[src/rtl/bcc_pkg.sv]
package bcc_pkg;

  typedef enum logic [2:0] {
    ST_INTA    = 3'd0,
    ST_IORD    = 3'd1,
    ST_IOWR    = 3'd2,
    ST_HALT    = 3'd3,
    ST_FETCH   = 3'd4,
    ST_MEMRD   = 3'd5,
    ST_MEMWR   = 3'd6,
    ST_PASSIVE = 3'd7
  } bus_stat_e;

  typedef enum logic [1:0] {
    PH_IDLE = 2'd0,
    PH_ADDR = 2'd1,
    PH_CMD  = 2'd2,
    PH_LATE = 2'd3
  } phase_e;

  typedef struct packed {
    logic mem_rd;
    logic mem_wr;
    logic io_rd;
    logic io_wr;
    logic inta;
  } cmd_class_t;

endpackage

[src/rtl/bcc_decode.sv]
module bcc_decode
  import bcc_pkg::*;
(
  input  bus_stat_e  kind,
  input  logic       in_cycle,
  output cmd_class_t cls
);
  always_comb begin
    cls = '0;
    if (in_cycle) begin
      unique case (kind)
        ST_INTA:            cls.inta   = 1'b1;
        ST_IORD:            cls.io_rd  = 1'b1;
        ST_IOWR:            cls.io_wr  = 1'b1;
        ST_FETCH, ST_MEMRD: cls.mem_rd = 1'b1;
        ST_MEMWR:           cls.mem_wr = 1'b1;
        default:            cls = '0;
      endcase
    end
  end

  always_comb begin
    assert ($countones(cls) <= 1);
  end
endmodule

[src/rtl/bcc_sequencer.sv]
module bcc_sequencer
  import bcc_pkg::*;
(
  input  logic      clk,
  input  logic      rst_n,
  input  bus_stat_e stat,
  output phase_e    phase,
  output bus_stat_e kind,
  output logic      inta_second
);
  always_ff @(posedge clk) begin
    if (!rst_n) begin
      phase       <= PH_IDLE;
      kind        <= ST_PASSIVE;
      inta_second <= 1'b0;
    end else if (stat == ST_PASSIVE) begin
      phase <= PH_IDLE;
      if (phase != PH_IDLE && kind == ST_INTA)
        inta_second <= ~inta_second;
    end else begin
      unique case (phase)
        PH_IDLE: begin
          phase <= PH_ADDR;
          kind  <= stat;
          if (stat != ST_INTA)
            inta_second <= 1'b0;
        end
        PH_ADDR: phase <= PH_CMD;
        PH_CMD:  phase <= PH_LATE;
        default: phase <= PH_LATE;
      endcase
    end
  end

  // the latch pulse lasts one clock
  p_ale_single_r3: assert property (@(posedge clk) disable iff (!rst_n)
    (phase == PH_ADDR) |=> (phase != PH_ADDR));

  // passive status ends any cycle on the next edge
  p_passive_ends_r4: assert property (@(posedge clk) disable iff (!rst_n)
    (stat == ST_PASSIVE) |=> (phase == PH_IDLE));
endmodule

[src/rtl/bcc_grant_timer.sv]
module bcc_grant_timer #(
  parameter int GRANT_DELAY = 2
) (
  input  logic clk,
  input  logic rst_n,
  input  logic grant_n,
  output logic ready
);
  generate
    if (GRANT_DELAY == 0) begin : g_nodelay
      assign ready = 1'b1;
    end else begin : g_count
      localparam int CW = $clog2(GRANT_DELAY + 1);
      localparam logic [CW-1:0] LIMIT = CW'(GRANT_DELAY);
      logic [CW-1:0] cnt;

      always_ff @(posedge clk) begin
        if (!rst_n || grant_n)
          cnt <= '0;
        else if (cnt != LIMIT)
          cnt <= cnt + 1'b1;
      end

      assign ready = (cnt == LIMIT);

      // ready only after grant was low on the previous edge
      p_ready_after_grant_r7: assert property (@(posedge clk) disable iff (!rst_n)
        ready |-> $past(!grant_n));
    end
  endgenerate
endmodule

[src/rtl/bus_cmd_ctrl.sv]
module bus_cmd_ctrl
  import bcc_pkg::*;
#(
  parameter int GRANT_DELAY = 2
) (
  input  logic       clk,
  input  logic       rst_n,
  input  logic [2:0] bus_stat,
  input  logic       grant_n,
  input  logic       io_bus_mode,
  input  logic       cmd_en,
  output logic       mem_rd_n,
  output logic       mem_wr_n,
  output logic       mem_wr_early_n,
  output logic       io_rd_n,
  output logic       io_wr_n,
  output logic       io_wr_early_n,
  output logic       intack_n,
  output logic       mem_cmd_oe,
  output logic       io_cmd_oe,
  output logic       ale,
  output logic       den,
  output logic       dt_tx,
  output logic       cas_pden
);
  phase_e     phase;
  bus_stat_e  kind;
  logic       inta_second;
  logic       grant_ready;
  cmd_class_t cls;

  bcc_sequencer u_seq (
    .clk        (clk),
    .rst_n      (rst_n),
    .stat       (bus_stat_e'(bus_stat)),
    .phase      (phase),
    .kind       (kind),
    .inta_second(inta_second)
  );

  bcc_grant_timer #(.GRANT_DELAY(GRANT_DELAY)) u_timer (
    .clk    (clk),
    .rst_n  (rst_n),
    .grant_n(grant_n),
    .ready  (grant_ready)
  );

  bcc_decode u_dec (
    .kind    (kind),
    .in_cycle(phase != PH_IDLE),
    .cls     (cls)
  );

  logic early_ph, late_ph, mem_perm, io_perm, io_class, mem_class, mce;

  assign early_ph  = (phase == PH_CMD) || (phase == PH_LATE);
  assign late_ph   = (phase == PH_LATE);
  assign mem_perm  = grant_ready && !grant_n;
  assign io_perm   = io_bus_mode || mem_perm;
  assign io_class  = cls.io_rd || cls.io_wr || cls.inta;
  assign mem_class = cls.mem_rd || cls.mem_wr;

  assign mem_rd_n       = !(cmd_en && early_ph && cls.mem_rd && mem_perm);
  assign mem_wr_early_n = !(cmd_en && early_ph && cls.mem_wr && mem_perm);
  assign mem_wr_n       = !(cmd_en && late_ph  && cls.mem_wr && mem_perm);
  assign io_rd_n        = !(cmd_en && early_ph && cls.io_rd  && io_perm);
  assign io_wr_early_n  = !(cmd_en && early_ph && cls.io_wr  && io_perm);
  assign io_wr_n        = !(cmd_en && late_ph  && cls.io_wr  && io_perm);
  assign intack_n       = !(cmd_en && early_ph && cls.inta   && io_perm);

  assign mem_cmd_oe = !grant_n;
  assign io_cmd_oe  = io_bus_mode || !grant_n;

  assign ale   = (phase == PH_ADDR);
  assign dt_tx = cls.mem_wr || cls.io_wr;
  assign den   = cmd_en && early_ph && mem_perm &&
                 (mem_class || (io_class && !io_bus_mode));

  assign mce      = (phase == PH_ADDR) && (kind == ST_INTA) && inta_second;
  assign cas_pden = io_bus_mode ? !(cmd_en && early_ph && io_class) : mce;

  // write strobes only in transmit direction
  p_write_dir_r5: assert property (@(posedge clk) disable iff (!rst_n)
    (!mem_wr_early_n || !io_wr_early_n) |-> dt_tx);

  // grant release floats the drivers in shared mode
  p_grant_float_r8: assert property (@(posedge clk) disable iff (!rst_n)
    (grant_n && !io_bus_mode) |-> (!mem_cmd_oe && !io_cmd_oe && mem_rd_n && io_rd_n));

  // qualifier low holds every strobe inactive
  p_cmd_en_idle_r10: assert property (@(posedge clk) disable iff (!rst_n)
    !cmd_en |-> (mem_rd_n && mem_wr_n && io_rd_n && io_wr_n && intack_n && !den));

  // normal write is preceded by its early strobe
  p_late_write_r4: assert property (@(posedge clk) disable iff (!rst_n)
    $fell(mem_wr_n) |-> $past(!mem_wr_early_n));
endmodule

[config.mk]
export PLATFORM = sky130hd
export DESIGN_NAME = bus_cmd_ctrl
export DESIGN_NICKNAME = d
export VERILOG_FILES = /design/src/rtl/bcc_pkg.sv /design/src/rtl/bcc_decode.sv /design/src/rtl/bcc_sequencer.sv /design/src/rtl/bcc_grant_timer.sv /design/src/rtl/bus_cmd_ctrl.sv
export SDC_FILE = /design/constraint.sdc
export NUM_CORES = 1
export LEC_CHECK = 0
export BUFFER_PORTS_ARGS = -buffer_cell sky130_fd_sc_hd__buf_4
export CORE_AREA = 2 2 39 41
export CTS_BUF_LIST = sky130_fd_sc_hd__clkbuf_8
export DETAILED_ROUTE_END_ITERATION = 8
export DIE_AREA = 0 0 41 43
export PLACE_DENSITY = 0.61
export SYNTH_ARGS = -nofsm -noshare
export SYNTH_HDL_FRONTEND = slang
export SYNTH_SLANG_ARGS = --single-unit
[constraint.sdc]
create_clock -name clk -period 1.93 [get_ports clk]
set_input_delay 0.0965 -clock clk [delete_from_list [all_inputs] [get_ports clk]]
set_output_delay 0.0965 -clock clk [all_outputs]
set_load 0.01 [all_outputs]
==> impl_metrics.json <==
{
  "antenna_left": 0,
  "p_switching_mw": 0.123,
  "synth-simple-area-share_pct": 40.8,
  "place.gp.congestion": 0.718,
  "grt_pass1_wl_um": 1750,
  "drc": 0,
  "seq_power_share_pct": 40.8,
  "arrival_ns": 1.51,
  "final_nets": 98,
  "path_class": "reg -> out",
  "timing.final.ws_setup_ns": 0.321,
  "yosys_most_used_dff": "dfxtp_1",
  "cts_root_buf": "clkbuf_8",
  "wl_um": 1140,
  "drt-pass1-iter-count": 4,
  "hpwl_um": 914,
  "synthesis.nets": 74,
  "synth_xor_area_share_pct": 1.81,
  "slew_viol_final": 0,
  "p_per_area_nw_per_um2": 687,
  "placementRows": 14,
  "pre_cts_ws_ns": 0.554,
  "die_y_um": 43,
  "grt_usage_pct": 15.0,
  "grt_max_degree": 10,
  "relSlewSlack_pct": 69.3,
  "start_util_pct": 35.0,
  "core-area_um2": 1380,
  "fin_crit_sh_pct": 83.4,
  "cts_buffers": 3,
  "stdcell_count": 103,
  "dp_cells": 100,
  "total_power_mw": 0.475,
  "end_kind": "output pin",
  "synth-compound-area-share_pct": 17.8,
  "die_w_um": 41,
  "synthMuxAreaShare_pct": 0,
  "port-buffer-count": 20,
  "synth-edff-count": 0,
  "comb_power_share_pct": 17.7,
  "cts_hold_buffers": 0,
  "hold_slack_ns": 0.0944,
  "path_clk_slew_ns": 0.04,
  "pwr-share-clk_pct": 41.6,
  "yosysUniqueCellTypes": 26,
  "synthToLayoutAreaGrowth_pct": 42.9,
  "synth_adder_area_share_pct": 2.58,
  "tns_ns": 0,
  "cts_resized": 0,
  "antenna_found_initial": 0,
  "post_cts_buffers": 0,
  "p_leak_nw": 0.313,
  "synth_warnings": 0,
  "finClkSkew_ns": 0.00441,
  "drt-initial-drc-count": 10,
  "avgSynthCellArea_um2": 7.45,
  "ys_ff_latch": 8,
  "io_pins": 21,
  "wl_per_cell_um": 11.0,
  "irDropWorstVdd_mv": 0.426,
  "cts_max_level": 1,
  "ys_async_sr_fraction_pct": 0,
  "synth_area_um2": 484,
  "ys_seq_area_share_pct": 33.1,
  "p_sw_share_pct": 25.8,
  "maxCapViolCount": 0,
  "vias": 539,
  "gr-total-overflow": 0,
  "layout-drive-gt1-share_pct": 31.0,
  "worst_pin_slew_ns": 0.457,
  "cts_tree": "done",
  "setup_viol": 0,
  "max_freq_mhz": 622,
  "avgViaCountPerCell": 5.23,
  "cts_sinks": 8,
  "outcome": "complete, no violations",
  "fin_crit_ns": 1.61,
  "grt_pass1_vias": 447,
  "clk_path_buf_depth": 2,
  "intPower_mw": 0.353,
  "antenna_cells": 0,
  "synth_top_family_by_area": "simple AND/OR/NAND/NOR gates",
  "path_max_fanout": 4,
  "hold_violations": 0,
  "grt_setup_unrepaired": "false",
  "clock_latency_ns": 0.23,
  "fp.dieArea_um2": 1760,
  "syn_inst": 65,
  "hp-class": "in -> reg",
  "cp.required_ns": 1.83,
  "cp-start-kind": "flip-flop"
}
[synthesized netlist by cell type (2+ instances only)]
library cell | n | area share [%]
nand2_1 | 10 | 7.8
o22ai_1 | 3 | 3.9
nor3_1 | 2 | 2.1
nand2b_1 | 2 | 2.6
nor2b_1 | 2 | 2.6
nand4_1 | 4 | 5.2
a21oi_1 | 3 | 3.1
nand3_1 | 4 | 4.1
nor2_1 | 8 | 6.2
inv_1 | 4 | 3.1
dfxtp_1 | 8 | 33
[worst max-delay path: stages (launching register included)]
cell	delay (ns)
dfxtp_1	0.31
inv_1	0.05
ha_1	0.21
nand2b_1	0.15
a211oi_2	0.31
nand3_1	0.11
buf_4	0.16
[routing by layer]
layer	track usage (%)	routed length [um]	up-vias
li1	-	-	280
met1	16.6	526	237
met2	23.1	519	22
met3	3.14	89	0
met4	12.0	0	0
met5	0	0	-
[power by group through the flow]
stage          clock, mW  sequential, mW  combinational, mW
2_1_floorplan          0           0.192             0.0508
3_3_place_gp           0           0.196             0.0840
3_5_place_dp           0           0.196             0.0841
4_1_cts            0.204           0.193             0.0846
5_1_grt            0.207           0.196             0.0941
6_report           0.198           0.194             0.0840
[per-stage QoR]
step                      cell area, um^2  util, %
final                                 692     50.0
after global routing                  692     50.0
after CTS                             692     50.0
after detailed placement              651     47.0
after global placement                651     47.0
after floorplan                       484        -
[area by class of cell]
type / count / area [um^2]
sequential: 8 / 160
clock buffer: 3 / 41.3
fill: 149 / 692
timing repair buffer: 20 / 150
inverter: 4 / 15.0
multi-input combinational: 52 / 305
tap: 16 / 20.0
[logic make-up after synthesis]
kind of cell,count (synthesis)
compound gates,11
xor+xnor,1
fa+ha+maj,1
buf+inv,5
flops,8
simple gates,39
[registers in the layout (all words and copies together) (netlist names)]
| name | flops |
|---|---|
| u_timer.g_count.cnt | 2 |
| u_seq.inta_second | 1 |
| u_seq.phase | 2 |
| u_seq.kind | 3 |
[worst paths after layout]
check,to,slack [ns],cells after the start,start
max reg2reg,u_seq.inta_second,0.79,3,u_seq.kind[0]
min reg2reg,u_timer.g_count.cnt[1],0.50,2,u_timer.g_count.cnt[1]
max,io_wr_n,0.32,6,u_timer.g_count.cnt[0]
min,u_seq.kind[0],0.09,2,rst_n
[placed cells by master, fill, tap and decap left out]
| cell type | synthesis | routed |
|---|---|---|
| buf_4 | 0 | 20 |
| nand2_1 | 10 | 10 |
| nor2_1 | 8 | 8 |
| dfxtp_1 | 8 | 8 |
| inv_1 | 4 | 4 |
| nand3_1 | 4 | 4 |
| nand4_1 | 4 | 4 |
| a21oi_1 | 3 | 3 |
| o22ai_1 | 3 | 3 |
| clkbuf_8 | 0 | 3 |
| nand2b_1 | 2 | 2 |
| nor2b_1 | 2 | 2 |
| nor3_1 | 2 | 2 |
| nand2_2 | 1 | 1 |
| nor3_2 | 1 | 1 |
| a211oi_2 | 1 | 1 |
| or2_1 | 1 | 1 |
| and2_1 | 1 | 1 |
| nor3b_1 | 1 | 1 |
| and2b_1 | 1 | 1 |
| a31oi_1 | 1 | 1 |
| a311oi_2 | 1 | 1 |
| xor2_1 | 1 | 1 |
| and3_1 | 1 | 1 |
| o211a_1 | 1 | 1 |
| a32oi_1 | 1 | 1 |
| ha_1 | 1 | 1 |
(Power assumes the default switching activity.)
